## config.mk

```make
export PLATFORM = sky130hd
export DESIGN_NAME = tdm_rx
export DESIGN_NICKNAME = d
export VERILOG_FILES = /design/src/rtl/tdm_rx_pkg.sv /design/src/rtl/tdm_rx_edge.sv /design/src/rtl/tdm_rx_ctrl.sv /design/src/rtl/tdm_rx_fifo.sv /design/src/rtl/tdm_rx.sv
export SDC_FILE = /design/constraint.sdc
export NUM_CORES = 1
export LEC_CHECK = 0
export BUFFER_PORTS_ARGS = -buffer_cell sky130_fd_sc_hd__buf_4
export CAP_MARGIN = 30
export CORE_MARGIN = 2
export CORE_UTILIZATION = 35
export CTS_CLUSTER_SIZE = 16
export DETAILED_ROUTE_END_ITERATION = 16
export PLACE_DENSITY = 0.46
export SETUP_SLACK_MARGIN = 0.5
export SLEW_MARGIN = 20
export SYNTH_ARGS = -nofsm -noshare
export SYNTH_HDL_FRONTEND = slang
export SYNTH_SLANG_ARGS = --single-unit
```

## constraint.sdc

```tcl
create_clock -name clk -period 4.8 [get_ports clk]
set_clock_uncertainty 0.15 [all_clocks]
set_input_delay 0.48 -clock clk [delete_from_list [all_inputs] [get_ports clk]]
set_output_delay 0.48 -clock clk [all_outputs]
set_load 0.01 [all_outputs]
```

## src/rtl/tdm_rx_pkg.sv

```systemverilog
package tdm_rx_pkg;

    typedef enum logic [1:0] {
        ST_HUNT,
        ST_RECV,
        ST_DROP
    } rx_state_e;

endpackage

```

## src/rtl/tdm_rx_edge.sv

```systemverilog
module tdm_rx_edge (
    input  logic clk,
    input  logic rst_n,
    input  logic bclk,
    input  logic fall_sel,
    output logic smp
);

    logic bclk_q;
    logic primed_q;

    always_ff @(posedge clk or negedge rst_n) begin
        if (!rst_n) begin
            bclk_q   <= 1'b0;
            primed_q <= 1'b0;
        end else begin
            bclk_q   <= bclk;
            primed_q <= 1'b1;
        end
    end

    always_comb begin
        if (fall_sel) smp = primed_q && bclk_q && !bclk;
        else          smp = primed_q && !bclk_q && bclk;
    end

endmodule

```

## src/rtl/tdm_rx_ctrl.sv

```systemverilog
module tdm_rx_ctrl
    import tdm_rx_pkg::*;
#(
    parameter int SLOT_BITS = 32,
    parameter int SLOT_W    = 3
) (
    input  logic                 clk,
    input  logic                 rst_n,
    input  logic                 soft_rst,
    input  logic                 smp,
    input  logic                 fs,
    input  logic                 sd,
    input  logic                 cfg_early,
    input  logic [SLOT_W-1:0]    cfg_last_slot,
    input  logic                 fifo_full,
    input  logic                 ovr_clr,
    output logic                 push,
    output logic [SLOT_BITS-1:0] push_data,
    output logic [SLOT_W-1:0]    push_slot,
    output logic                 ovr_flag
);

    localparam int CNT_W = $clog2(SLOT_BITS);
    localparam logic [CNT_W-1:0] LAST_BIT = CNT_W'(SLOT_BITS - 1);

    rx_state_e            state_q, state_d;
    logic [CNT_W-1:0]     bit_q, bit_d;
    logic [SLOT_W-1:0]    slot_q, slot_d;
    logic [SLOT_BITS-1:0] sh_q, sh_d;
    logic                 ovr_q, ovr_d;

    logic [SLOT_BITS-1:0] word;
    logic                 last_bit;
    logic                 sync_now;
    logic                 done;
    logic                 ovf;

    assign word     = {sh_q[SLOT_BITS-2:0], sd};
    assign last_bit = (bit_q == LAST_BIT);
    assign sync_now = smp && fs && !cfg_early;
    assign done     = smp && (state_q == ST_RECV) && last_bit && !sync_now;
    assign ovf      = done && fifo_full;

    // state and datapath register
    always_ff @(posedge clk or negedge rst_n) begin
        if (!rst_n) begin
            state_q <= ST_HUNT;
            bit_q   <= '0;
            slot_q  <= '0;
            sh_q    <= '0;
            ovr_q   <= 1'b0;
        end else begin
            state_q <= state_d;
            bit_q   <= bit_d;
            slot_q  <= slot_d;
            sh_q    <= sh_d;
            ovr_q   <= ovr_d;
        end
    end

    // next state
    always_comb begin
        state_d = state_q;
        bit_d   = bit_q;
        slot_d  = slot_q;
        sh_d    = sh_q;
        if (soft_rst) begin
            state_d = ST_HUNT;
            bit_d   = '0;
            slot_d  = '0;
        end else if (smp) begin
            if (sync_now) begin
                state_d = ST_RECV;
                sh_d    = word;
                bit_d   = CNT_W'(1);
                slot_d  = '0;
            end else begin
                unique case (state_q)
                    ST_RECV: begin
                        sh_d = word;
                        if (last_bit) begin
                            bit_d  = '0;
                            slot_d = (slot_q == cfg_last_slot) ? '0 : slot_q + 1'b1;
                            if (fifo_full) state_d = ST_DROP;
                        end else begin
                            bit_d = bit_q + 1'b1;
                        end
                    end
                    ST_HUNT, ST_DROP: begin
                        state_d = state_q;
                    end
                    default: state_d = ST_HUNT;
                endcase
                if (fs) begin
                    state_d = ST_RECV;
                    bit_d   = '0;
                    slot_d  = '0;
                end
            end
        end
    end

    // outputs
    always_comb begin
        push      = done && !fifo_full;
        push_data = word;
        push_slot = slot_q;
        ovr_flag  = ovr_q;
        if (ovf)          ovr_d = 1'b1;
        else if (ovr_clr) ovr_d = 1'b0;
        else              ovr_d = ovr_q;
    end

endmodule

```

## src/rtl/tdm_rx_fifo.sv

```systemverilog
module tdm_rx_fifo #(
    parameter int W     = 35,
    parameter int DEPTH = 8
) (
    input  logic         clk,
    input  logic         rst_n,
    input  logic         flush,
    input  logic         wr_en,
    input  logic [W-1:0] wr_data,
    input  logic         rd_en,
    output logic [W-1:0] rd_data,
    output logic         empty,
    output logic         full
);

    localparam int AW = $clog2(DEPTH);

    logic [W-1:0]  mem [DEPTH];
    logic [AW-1:0] wp_q, rp_q;
    logic [AW:0]   cnt_q;
    logic          do_wr, do_rd;

    function automatic logic [AW-1:0] adv(input logic [AW-1:0] p);
        return (p == AW'(DEPTH - 1)) ? '0 : p + 1'b1;
    endfunction

    assign empty   = (cnt_q == '0);
    assign full    = (cnt_q == (AW+1)'(DEPTH));
    assign do_wr   = wr_en && !full && !flush;
    assign do_rd   = rd_en && !empty && !flush;
    assign rd_data = mem[rp_q];

    always_ff @(posedge clk) begin
        if (do_wr) mem[wp_q] <= wr_data;
    end

    always_ff @(posedge clk or negedge rst_n) begin
        if (!rst_n) begin
            wp_q  <= '0;
            rp_q  <= '0;
            cnt_q <= '0;
        end else if (flush) begin
            wp_q  <= '0;
            rp_q  <= '0;
            cnt_q <= '0;
        end else begin
            if (do_wr) wp_q <= adv(wp_q);
            if (do_rd) rp_q <= adv(rp_q);
            unique case ({do_wr, do_rd})
                2'b10:   cnt_q <= cnt_q + 1'b1;
                2'b01:   cnt_q <= cnt_q - 1'b1;
                default: cnt_q <= cnt_q;
            endcase
        end
    end

endmodule

```

## src/rtl/tdm_rx.sv

```systemverilog
module tdm_rx #(
    parameter int SLOT_BITS  = 32,
    parameter int SLOT_W     = 3,
    parameter int FIFO_DEPTH = 8
) (
    input  logic                 clk,
    input  logic                 rst_n,
    input  logic                 bclk,
    input  logic                 fsync,
    input  logic                 sdin,
    input  logic [SLOT_W-1:0]    cfg_last_slot,
    input  logic                 cfg_early_fs,
    input  logic                 cfg_fall_edge,
    input  logic                 cfg_err_ie,
    input  logic                 soft_rst,
    input  logic                 ovr_clr,
    input  logic                 rd_en,
    output logic                 rd_valid,
    output logic [SLOT_BITS-1:0] rd_data,
    output logic [SLOT_W-1:0]    rd_slot,
    output logic                 ovr_flag,
    output logic                 irq
);

    localparam int ENTRY_W = SLOT_W + SLOT_BITS;

    logic                 smp;
    logic                 push;
    logic [SLOT_BITS-1:0] push_data;
    logic [SLOT_W-1:0]    push_slot;
    logic                 fifo_full;
    logic                 fifo_empty;
    logic [ENTRY_W-1:0]   head;

    tdm_rx_edge u_edge (
        .clk      (clk),
        .rst_n    (rst_n),
        .bclk     (bclk),
        .fall_sel (cfg_fall_edge),
        .smp      (smp)
    );

    tdm_rx_ctrl #(
        .SLOT_BITS (SLOT_BITS),
        .SLOT_W    (SLOT_W)
    ) u_ctrl (
        .clk           (clk),
        .rst_n         (rst_n),
        .soft_rst      (soft_rst),
        .smp           (smp),
        .fs            (fsync),
        .sd            (sdin),
        .cfg_early     (cfg_early_fs),
        .cfg_last_slot (cfg_last_slot),
        .fifo_full     (fifo_full),
        .ovr_clr       (ovr_clr),
        .push          (push),
        .push_data     (push_data),
        .push_slot     (push_slot),
        .ovr_flag      (ovr_flag)
    );

    tdm_rx_fifo #(
        .W     (ENTRY_W),
        .DEPTH (FIFO_DEPTH)
    ) u_fifo (
        .clk     (clk),
        .rst_n   (rst_n),
        .flush   (soft_rst),
        .wr_en   (push),
        .wr_data ({push_slot, push_data}),
        .rd_en   (rd_en),
        .rd_data (head),
        .empty   (fifo_empty),
        .full    (fifo_full)
    );

    assign rd_valid = !fifo_empty;
    assign rd_data  = head[SLOT_BITS-1:0];
    assign rd_slot  = head[ENTRY_W-1:SLOT_BITS];
    assign irq      = ovr_flag && cfg_err_ie;

endmodule

```

==> results by group, run 1 <==
Floorplanning
  • Chip width: 197 um
  • DIE HEIGHT: 197 um
  • Die area: 0.0390 mm^2
  • Site Rows: 70
  • Core Box Area: 0.0367 mm^2
  • Initial core utilization: 35.7%
  • I/O Pins: 52

Job
  • Max-Cap Viols: 0

Worst setup path
  • Worst setup EP type: flip-flop
  • Crit start category: flip-flop
  • CP max stage cell: nor2_4
  • Worst-path cell chain: ha_1 > and3_1 > ha_1 > nand3b_1 > nor3_1 > nand4_1 > nor2_4 > buf_4
  • CP Max Fanout: 23
  • Critical path data required time: 4.80 ns
  • FF-to-FF path depth: 8
  • Crit. Startpoint: u_ctrl.bit_q[0]
  • Most common cell on crit path: ha_1
  • Worst endpoint data arrival time: 3.43 ns
  • R2R Path Start: u_ctrl.bit_q[0]
  • Setup CP Type: reg -> reg
  • CP peak stage delay: 0.57 ns

Placed design
  • Setup WS pre-CTS: 1.31 ns
  • I/O Buffers: 51
  • GPL Wtd Cong: 0.758
  • Detailed Place HPWL: 14,700 um
  • Placed Cells: 1,135

Logic synthesis
  • Mapped Nets: 653
  • EDFF count, synth: 280
  • Largest cells by area after synthesis: edfxtp_1 (64%), mux4_2 (12%), dfrtp_1 (10%)
  • Synth cell count leaders: edfxtp_1 (280), mux4_2 (70), mux2_2 (64)
  • Synthesized cell area: 0.0131 mm^2
  • Syn_area_per_cell: 20.8 um^2
  • Synth Flop Type: edfxtp_1
  • Synth area leader: edfxtp_1
  • Synthesized flop and latch total: 334
  • Post-synth ARST share: 16.2%
  • Synth warn: 0
  • Cells after Synth: 629
  • Post-synth cell types: 50
  • Top cell type's share of synthesized area: 64.2%
  • Sequential fraction of the synthesis area: 74.5%
  • Count leader, synth: edfxtp_1

Run status
  • Status: finished, final reports clean

Clock network
  • Clk_lat worst skew: 0.50 ns
  • CTS tree: done
  • Clock sink count: 334
  • Maximum root-to-sink buffer count: 3
  • Total CTS buffers: 37
  • H-tree Lvls: 2
  • Worst-path clk slew: 0.06 ns
  • Resize count post-CTS: 0
  • Clock root buffer: clkbuf_16

Detailed routing
  • First-pass detailed-route iteration total: 4
  • WL final: 26,400 um
  • Remaining antenna violation count: 0
  • Iter 0 DRT Violations: 333
  • Vias/cell: 5.10
  • Vias: 6,125
  • DR WL/cell: 22.0 um
  • # DRC: 0

Power and ir drop
  • VDD IR-drop max: 0.344 mV
  • NetSw: 1540 uW
  • Net Sw Frac: 23.5%
  • Cell Pwr Density: 429 mW/mm^2
  • Power, Total: 6540 uW
  • Clk pwr share: 38.8%
  • Cell internal pwr: 5000 uW
  • Sequential power share: 49.8%
  • Leak: 0.00514 uW
  • Gate power share: 11.4%

Cells and area
  • Nets: 732
  • Layout cells sized above 1: 35.9%
  • Area Growth Syn to Fin: 16.4%
  • ANT cells: 0
  • Layout Cells excl Fill: 1,201
  • Final core utilization: 41.5%
  • Multi-input logic area: 0.00327 mm^2
  • Register Area: 0.00977 mm^2
  • Layout filler cell count: 3,185

Timing
  • Crit path time final: 3.43 ns
  • Worst setup margin: 1.37 ns
  • Setup tns final: 0 ns
  • RSZ-0062 raised after global routing: false
  • Max Freq: 0.292 GHz
  • Final Cycle Share: 71.4%
  • Hold Fails Final Rpt: 0
  • Worst-Margin Slew: 0.824 ns
  • Final setup viols: 0
  • Final Slew Violations: 0
  • Slew margin rel.: 45.1%

Worst hold path
  • Hold Crit Depth: 1
  • Hold path start: sdin
  • Hold Path Class: in -> reg

GRT
  • Vias in the first global route: 6,640
  • Maximum number of pins on one net before global-route repair: 63
  • Initial antenna violation count: 0
  • Grt total ovfl: 0
  • First-pass GRT wire length: 40,900 um
  • GRT Total Usage: 14.0%
[routing by layer]
metal  GRT usage, %  up-vias  part of all wire, %
met1           18.9     3247                   44
li1               -     2734                    -
met3           2.58       39                  3.9
met4           3.29        0                  1.9
met5              0        -                    0
met2           23.7      105                   50
[critical path, delay by kind of cell, from the launching register on]
family,cells,cell delay [ns]
flip-flops,1,0.41
adder cells (fa/ha/maj),2,0.39
AND/OR/NAND/NOR,5,1.62
buffers and inverters,1,0.47
[through the flow]
stage	area, um^2	hold WS (ns)
6_report	15200	0.0771
5_1_grt	15200	0.0632
4_1_cts	15200	0.0536
3_5_place_dp	14100	0.372
3_3_place_gp	14100	0.370
2_1_floorplan	13100	0.0344
[registers in the layout, indices dropped and copies added, names as in the netlist, 2 cells and up]
register,flops
u_fifo.rp_q,3
u_ctrl.state_q,2
u_fifo.cnt_q,4
u_ctrl.bit_q,5
u_fifo.wp_q,3
u_ctrl.sh_q,31
u_fifo.mem,280
u_ctrl.push_slot,3
[area by class of cell]
type	instances	share of cell area, %
clock buffers	51	6.42
inverters	5	0.123
repair buffers	66	3.45
multi-input cells	264	21.5
well taps	468	3.84
clock inverters	13	0.640
flip-flops and latches	334	64.1
[power by group through the flow]
stage	sequential [uW]	combinational [uW]	clock, uW
after global routing	3260	819	2730
after CTS	3260	774	2630
after global placement	3310	764	0
final	3250	746	2540
after detailed placement	3320	769	0
after floorplan	3250	604	0
[cell families after synthesis]
family / share of synthesized area, %
fa+ha+maj: 1.01
compound gates: 1.81
mux: 18.0
simple gates: 3.19
buf+inv: 1.05
flops: 74.5
xor+xnor: 0.401
other cells: 0.0286
[cells in the final DEF, fill, tap and decap left out, types with 3 or more instances in the layout]
cell type	instances
edfxtp_1	280
mux4_2	70
mux2_2	64
buf_4	62
dfrtp_1	51
clkbuf_16	37
a21oi_1	14
clkbuf_1	14
nand2_1	11
nor2_1	10
nor3_1	9
ha_1	9
o21ai_0	8
nand3_1	7
nor2_4	6
inv_1	5
nand2b_1	5
xnor2_1	5
clkinv_2	5
and2_1	4
clkinv_1	4
and3_1	3
mux2_1	3
mux2i_1	3
[path summary, 6_finish.rpt]
kind / slack (ns) / to
max in group asynchronous: 3.42 / u_fifo.rp_q[0]
min in group asynchronous: 0.48 / u_ctrl.sh_q[25]
worst min-delay path: 0.08 / u_fifo.mem[2][0]
worst min register to register: 0.40 / u_ctrl.ovr_flag
worst max-delay path: 1.37 / u_fifo.mem[7][23]
worst max register to register: 1.37 / u_fifo.mem[7][23]
[repair_timing]
action	CTS	global route
hold endpoints to repair	55	0
hold buffers	2	0
buffers inserted	0	0
No activity file was read; power rests on OpenSTA's default activity.
==> inputs of run 2 (changes only) <==
--- a/config.mk
+++ b/config.mk
@@ -5,13 +5,14 @@
 export SDC_FILE = /design/constraint.sdc
 export NUM_CORES = 1
 export LEC_CHECK = 0
+export ABC_AREA = 1
 export BUFFER_PORTS_ARGS = -buffer_cell sky130_fd_sc_hd__buf_4
 export CAP_MARGIN = 30
 export CORE_MARGIN = 2
 export CORE_UTILIZATION = 35
 export CTS_CLUSTER_SIZE = 16
 export DETAILED_ROUTE_END_ITERATION = 16
-export PLACE_DENSITY = 0.46
+export PLACE_DENSITY = 0.48
 export SETUP_SLACK_MARGIN = 0.5
 export SLEW_MARGIN = 20
 export SYNTH_ARGS = -nofsm -noshare
==> constraint.sdc (replaced) <==
create_clock -name clk -period 2.8 [get_ports clk]
set_clock_uncertainty 0.15 [all_clocks]
set_input_delay 0.28 -clock clk [delete_from_list [all_inputs] [get_ports clk]]
set_output_delay 0.28 -clock clk [all_outputs]
set_load 0.01 [all_outputs]
==> run 2 against run 1 <==
Net effect:
- synthesized area up 3.0%
- sequential cell count stayed put
- combinational power grew to 6.8 times the previous value
- synthesized cell count up 74%
- largest power group unchanged
- power increased by 140%
- sequential share of layout area decreased by 12 points
==> results by group, run 2 <==
GRT
  • Vias in the first global route: 8,882 (+34%)
  • First-pass GRT wire length: 55,600 um (+36%)
  • Grt total ovfl: 0 (unchanged)
  • GRT Total Usage: 18.3% (+4.3 points)
  • Maximum number of pins on one net before global-route repair: 55 (-13%)
  • Initial antenna violation count: 0 (unchanged)

Logic synthesis
  • Largest cells by area after synthesis: edfxtp_1 (62%), dfrtp_1 (10%), nor2_1 (7.0%)
  • Cells after Synth: 1,096 (+74%)
  • Syn_area_per_cell: 12.3 um^2 (-41%)
  • Synth cell count leaders: edfxtp_1 (280), nor2_1 (252), o21ai_0 (135)
  • Synth area leader: edfxtp_1
  • Post-synth ARST share: 16.2% (unchanged)
  • Top cell type's share of synthesized area: 62.3% (-1.8 points)
  • Sequential fraction of the synthesis area: 72.4% (-2.1 points)
  • Count leader, synth: edfxtp_1
  • Synth warn: 0 (unchanged)
  • Mapped Nets: 1,120 (+72%)
  • Synthesized flop and latch total: 334 (unchanged)
  • EDFF count, synth: 280 (unchanged)
  • Synthesized cell area: 0.0135 mm^2 (+3.0%)
  • Post-synth cell types: 40 (-20%)
  • Synth Flop Type: edfxtp_1

Timing
  • Final Slew Violations: 0 (unchanged)
  • Final setup viols: 0 (unchanged)
  • Hold Fails Final Rpt: 0 (unchanged)
  • Slew margin rel.: 43.5% (-1.6 points)
  • Worst-Margin Slew: 0.847 ns (+0.0234 ns)
  • Max Freq: 0.384 GHz (+32%)
  • Crit path time final: 2.61 ns (-0.822 ns)
  • RSZ-0062 raised after global routing: true
  • Setup tns final: 0 ns (unchanged)
  • Final Cycle Share: 93.1% (+22 points)
  • WHS: 0.0818 ns (+0.00465 ns)

Detailed routing
  • WL final: 41,800 um (+58%)
  • Vias: 9,341 (+53%)
  • DR WL/cell: 22.9 um (+4.0%)
  • First-pass detailed-route iteration total: 5 (+1)
  • # DRC: 0 (unchanged)
  • Remaining antenna violation count: 0 (unchanged)
  • Vias/cell: 5.12 (+0.31%)
  • Iter 0 DRT Violations: 846 (+150%)

Power and ir drop
  • VDD IR-drop max: 0.490 mV (+42%)
  • Net Sw Frac: 31.1% (+7.6 points)
  • NetSw: 4900 uW (+220%)
  • Power, Total: 15,800 uW (+140%)
  • Sequential power share: 37.4% (-12 points)
  • Leak: 0.00707 uW (+38%)
  • Cell Pwr Density: 842 mW/mm^2 (+96%)
  • Gate power share: 32.3% (+21 points)
  • Clk pwr share: 30.3% (-8.5 points)
  • Cell internal pwr: 10,900 uW (+120%)

Floorplanning
  • Core Box Area: 0.0378 mm^2 (+3.1%)
  • Die area: 0.0401 mm^2 (+2.9%)
  • Initial core utilization: 35.6% (-0.060 points)
  • DIE HEIGHT: 200 um (+1.4%)
  • Chip width: 200 um (+1.4%)
  • I/O Pins: 52 (unchanged)
  • Site Rows: 71 (+1.4%)

Cells and area
  • Largest Register: u_fifo.mem
  • Top Registers: u_fifo.mem x280, u_ctrl.sh_q x31, u_ctrl.bit_q x5
  • Layout cells sized above 1: 28.3% (-7.6 points)
  • Layout Cells excl Fill: 1,826 (+52%)
  • ANT cells: 0 (unchanged)
  • Layout filler cell count: 3,298 (+3.5%)
  • Most frequent cells in the layout: edfxtp_1 (280), nor2_1 (227), o21ai_0 (98)
  • Multi-input logic area: 0.00379 mm^2 (+16%)
  • Commonest non-fill, non-tap cell in the layout: edfxtp_1
  • Area Growth Syn to Fin: 38.9%
  • Fin area: 0.0187 mm^2 (+23%)
  • Max reg flops: 280 (unchanged)
  • Register Area: 0.00977 mm^2 (about the same)
  • Nets: 1,311 (+79%)

Placed design
  • Detailed Place HPWL: 17,500 um (+19%)
  • Placed Cells: 1,631 (+44%)
  • I/O Buffers: 51 (unchanged)
  • GPL Wtd Cong: 0.733 (-3.3%)
  • Area after DPL: 0.0148 mm^2 (+4.6%)

Worst setup path
  • CP peak stage delay: 0.36 ns (-0.21 ns)
  • Worst R2R Setup Slack: 0.19 ns (-1.18 ns)
  • Setup CP Type: reg -> reg
  • Top Family by Delay on Critical Path: simple AND/OR/NAND/NOR gates
  • Worst setup EP type: flip-flop
  • CP max stage cell: dfrtp_1
  • Worst endpoint data arrival time: 2.71 ns (-0.72 ns)
  • Worst path bufs/invs: 3 (+2)
  • Most common cell on crit path: nor2_4
  • Critical path data required time: 2.90 ns (-1.90 ns)
  • Worst-path cell chain: ha_2 > and3_4 > ha_4 > nand3_4 > nor2_4 > nand4_4 > nor2_4 > buf_6 > nand2_8 > nor3_4 > buf_12 > clkbuf_16
  • Crit start category: flip-flop
  • CP Max Fanout: 6 (-74%)

Clock network
  • Worst-path clk slew: 0.06 ns (about the same)
  • Clk_lat worst skew: 0.55 ns (+0.05 ns)
  • H-tree Lvls: 2 (unchanged)
  • Clock root buffer: clkbuf_16
  • CTS tree: done
  • Clock sink count: 334 (unchanged)
  • Total CTS buffers: 38 (+2.7%)
  • Maximum root-to-sink buffer count: 3 (unchanged)

Worst hold path
  • Hold Path Class: in -> reg

Job
  • Max-Cap Viols: 0 (unchanged)

Run status
  • Status: finished, final reports clean
## run 2: cell count changes after synthesis, sizes merged, moves of 4 or more
cell    before  now
a21oi       15    3
a31oi        0   35
and2         4    0
buf         12   38
clkbuf      14   22
inv          5   24
mux2        67    0
mux4        70    0
nand2       12  103
nand2b       5    0
nand3        7   51
nor2        16  259
o21ai        8  156
o22ai        0   37
## run 2: final timing paths
kind | from | end | cells after the start
max in group asynchronous | rst_n | u_fifo.rp_q[0] | 2
setup / recovery | u_ctrl.bit_q[0] | u_fifo.mem[7][29] | 12
hold reg to reg | u_ctrl.bit_q[3] | u_ctrl.bit_q[3] | 2
min in group asynchronous | rst_n | u_ctrl.sh_q[25] | 2
hold / removal | cfg_fall_edge | u_fifo.wp_q[1] | 6
setup reg to reg | u_ctrl.bit_q[0] | u_fifo.mem[7][29] | 12
## run 2: area by class of cell
type / count / share of cell area, %
sequential: 334 / 52.2
multi-input combinational: 677 / 20.2
timing repair buffer: 208 / 16.9
clock buffer: 59 / 5.93
tap: 511 / 3.41
inverter: 25 / 0.742
clock inverter: 9 / 0.428
timing repair inverter: 3 / 0.194
## run 2: worst min-delay path, cell delays in order
cell,delay (ns)
buf_4,0.11
nand2_4,0.06
nand4_4,0.11
nor2_4,0.05
nand2_1,0.04
o21ai_0,0.07
## run 2: cell families after synthesis
group / after synthesis / share of synthesized area (%)
AO/OA/AOI/OAI: 233 / 9.46
flip-flops: 334 / 72.4
other: 1 / 0.0278
XOR/XNOR: 7 / 0.455
AND/OR/NAND/NOR: 426 / 13.8
adder cells (fa/ha/maj): 10 / 0.983
buffers and inverters: 85 / 2.91
## run 2: metal layers
metal / track usage [%] / routed length [um] / up-vias
li1: - / - / 4348
met4: 4.39 / 1120 / 0
met5: 0 / 0 / -
met2: 30.8 / 20700 / 276
met1: 24.4 / 17700 / 4656
met3: 3.71 / 2290 / 61
## run 2: power by group through the flow
| stage | clock (uW) | combinational [uW] | sequential [uW] |
|---|---|---|---|
| 2_1_floorplan | 0 | 1860 | 5860 |
| 3_3_place_gp | 0 | 3010 | 5990 |
| 3_5_place_dp | 0 | 3010 | 6000 |
| 4_1_cts | 4870 | 4200 | 5880 |
| 5_1_grt | 5070 | 5420 | 5920 |
| 6_report | 4780 | 5100 | 5900 |
## run 2: metrics by stage
step | setup WS [ns] | util (%)
floorplan | -0.161 | -
global placement | 0.107 | 39.1
detailed placement | 0.0774 | 39.1
CTS | 0.196 | 46.0
global route | 0.0639 | 49.5
finish | 0.193 | 49.5
## run 2: what timing repair did
action                                 CTS  global route
pin swaps                               29            55
setup endpoints to repair              318           318
endpoints found under the hold margin   74             0
hold buffers                             7             0
gates cloned                            28            36
buffers inserted                        41            15
resized for setup                       75           139
==> inputs of run 3 (changes only) <==
--- a/config.mk
+++ b/config.mk
@@ -7,12 +7,12 @@
 export LEC_CHECK = 0
 export ABC_AREA = 1
 export BUFFER_PORTS_ARGS = -buffer_cell sky130_fd_sc_hd__buf_4
-export CAP_MARGIN = 30
+export CAP_MARGIN = 25
 export CORE_MARGIN = 2
-export CORE_UTILIZATION = 35
+export CORE_UTILIZATION = 29
 export CTS_CLUSTER_SIZE = 16
 export DETAILED_ROUTE_END_ITERATION = 16
-export PLACE_DENSITY = 0.48
+export PLACE_DENSITY = 0.41
 export SETUP_SLACK_MARGIN = 0.5
 export SLEW_MARGIN = 20
 export SYNTH_ARGS = -nofsm -noshare
==> run 3 against run 2 <==
Net effect:
- count of clock-buffer cells in the layout down 2
- non-clock buffer count up 34
- first-iteration DRC count down 26%
- worst setup slack worse by 0.054 ns
- clock power up 3%
- critical path type unchanged
- routed wire length up 4.5%
==> results by group, run 3 (synthesis gave the netlist of run 2 again) <==
Detailed routing
  • Vias: 9,472 (+1.4%)
  • Vias/cell: 4.84 (-5.4%)
  • Remaining antenna violation count: 0 (unchanged)
  • # DRC: 0 (unchanged)
  • WL final: 43,600 um (+4.5%)
  • DR WL/cell: 22.3 um (-2.5%)
  • First-pass detailed-route iteration total: 5 (unchanged)
  • Iter 0 DRT Violations: 622 (-26%)

Timing
  • Final Slew Violations: 0 (unchanged)
  • Final setup viols: 0 (unchanged)
  • Setup tns final: 0 ns (unchanged)
  • Worst-Margin Slew: 0.917 ns (+0.0698 ns)
  • Hold Fails Final Rpt: 0 (unchanged)
  • RSZ-0062 raised after global routing: true
  • Max Freq: 0.376 GHz (-2.0%)
  • Crit path time final: 2.66 ns (+0.0541 ns)
  • Final Cycle Share: 95.0% (+1.9 points)
  • Slew margin rel.: 38.9% (-4.7 points)

Worst hold path
  • Hold Path Class: in -> reg
  • Hold path start: cfg_fall_edge

GRT
  • Vias in the first global route: 9,257 (+4.2%)
  • GRT Total Usage: 17.2% (-1.1 points)
  • Maximum number of pins on one net before global-route repair: 55 (unchanged)
  • Grt total ovfl: 0 (unchanged)
  • First-pass GRT wire length: 60,500 um (+8.9%)
  • Initial antenna violation count: 0 (unchanged)

Worst setup path
  • Worst setup EP type: flip-flop
  • R2R Path Start: u_ctrl.bit_q[1]
  • Crit. Startpoint: u_ctrl.bit_q[1]
  • Crit start category: flip-flop
  • Setup CP Type: reg -> reg
  • CP Max Fanout: 7 (+1)
  • Critical path data required time: 2.90 ns (about the same)
  • Worst endpoint data arrival time: 2.76 ns (+0.05 ns)

Power and ir drop
  • Clk pwr share: 29.1% (-1.2 points)
  • Leak: 0.00745 uW (+5.4%)
  • NetSw: 5330 uW (+8.8%)
  • VDD IR-drop max: 0.404 mV (-18%)
  • Net Sw Frac: 31.6% (+0.55 points)
  • Cell internal pwr: 11,500 uW (+6.0%)
  • Sequential power share: 35.0% (-2.4 points)
  • Gate power share: 35.9% (+3.6 points)
  • Cell Pwr Density: 850 mW/mm^2 (+0.94%)

Clock network
  • H-tree Lvls: 2 (unchanged)
  • Clock root buffer: clkbuf_16
  • Clk_lat worst skew: 0.54 ns (about the same)
  • Total CTS buffers: 39 (+2.6%)
  • CTS tree: done
  • Worst-path clk slew: 0.06 ns (about the same)
  • Maximum root-to-sink buffer count: 3 (unchanged)
  • Clock sink count: 334 (unchanged)

Placed design
  • GPL Wtd Cong: 0.718 (-2.1%)
  • Detailed Place HPWL: 19,800 um (+13%)
  • Area after DPL: 0.0149 mm^2 (+0.96%)
  • I/O Buffers: 51 (unchanged)

Cells and area
  • Fin area: 0.0198 mm^2 (+5.9%)
  • Final core utilization: 42.9% (-6.6 points)
  • Nets: 1,344 (+2.5%)
  • Commonest non-fill, non-tap cell in the layout: edfxtp_1
  • Most frequent cells in the layout: edfxtp_1 (280), nor2_1 (202), nand2_1 (87), buf_4 (87), o21ai_1 (69)
  • Layout cells sized above 1: 35.6% (+7.3 points)
  • Area Growth Syn to Fin: 47.0%
  • Top Registers: u_fifo.mem x280, u_ctrl.sh_q x31, u_ctrl.bit_q x5
  • Largest Register: u_fifo.mem
  • ANT cells: 0 (unchanged)
  • Max reg flops: 280 (unchanged)

Floorplanning
  • Site Rows: 79 (+11%)
  • I/O Pins: 52 (unchanged)
  • DIE HEIGHT: 220 um (+9.7%)
  • Core Box Area: 0.0463 mm^2 (+22%)
  • Die area: 0.0483 mm^2 (+20%)
  • Initial core utilization: 29.2% (-6.5 points)
  • Chip width: 220 um (+9.7%)

Job
  • Max-Cap Viols: 0 (unchanged)

Run status
  • Status: finished, final reports clean
run 3: layout make-up:
| cell class | count | area [um^2] |
|---|---|---|
| sequential | 334 | 9760 |
| timing repair inverter | 1 | 30.0 |
| timing repair buffer | 242 | 3640 |
| inverter | 25 | 133 |
| tap | 607 | 759 |
| clock inverter | 14 | 98.8 |
| fill | 4221 | 26400 |
| multi-input combinational | 677 | 4270 |
| clock buffer | 57 | 1140 |
run 3: metal layers:
metal	up-vias	GRT usage, %	routed length (um)
met1	4808	23.3	20100
met2	192	28.7	21000
met4	0	4.23	956
li1	4419	-	-
met3	53	2.90	1590
met5	-	0	0
run 3: power groups by stage:
| stage | combinational (uW) | clock (uW) | sequential, uW |
|---|---|---|---|
| CTS | 5130 | 5040 | 5900 |
| floorplan | 1860 | 0 | 5860 |
| global placement | 3070 | 0 | 6030 |
| global route | 6440 | 5210 | 5920 |
| detailed placement | 3060 | 0 | 6030 |
| finish | 6050 | 4910 | 5900 |
run 3: stage by stage:
step	power, uW	setup slack, ns	std cells	hold slack, ns
after global placement	9100	0.138	1735	0.264
final	16900	0.139	1957	0.0694
after floorplan	7730	-0.161	1096	-0.166
after global routing	17600	0.0469	1957	0.0812
after CTS	16100	0.156	1908	0.0427
after detailed placement	9090	0.123	1735	0.266
run 3: path summary, 6_finish.rpt:
| kind | depth (start not counted) | slack [ns] | endpoint |
|---|---|---|---|
| setup / recovery | 13 | 0.14 | u_fifo.mem[1][11] |
| hold / removal | 6 | 0.07 | u_ctrl.ovr_flag |
| setup reg to reg | 13 | 0.14 | u_fifo.mem[1][11] |
| hold reg to reg | 2 | 0.41 | u_ctrl.bit_q[3] |
| max in group asynchronous | 2 | 1.57 | u_fifo.rp_q[0] |
| min in group asynchronous | 2 | 0.25 | u_edge.primed_q |
run 3: worst max-delay path, stage by stage, from the launching register on:
cell and delay (ns):
dfrtp_1 0.37, ha_2 0.19, and3_4 0.19, ha_4 0.14, nand3_4 0.08, nor2_4 0.12
nand4_4 0.10, nor2_4 0.19, buf_6 0.15, nand2_8 0.07, nor3_4 0.24, buf_6 0.15
buf_6 0.10, buf_12 0.12
run 3: repair_timing:
action	4_1_cts	5_1_grt
gates resized for setup	213	213
hold endpoints to repair	73	0
gates cloned	36	22
setup endpoints to repair	317	320
hold buffers	8	0
setup buffers	58	27
pin swaps	77	91
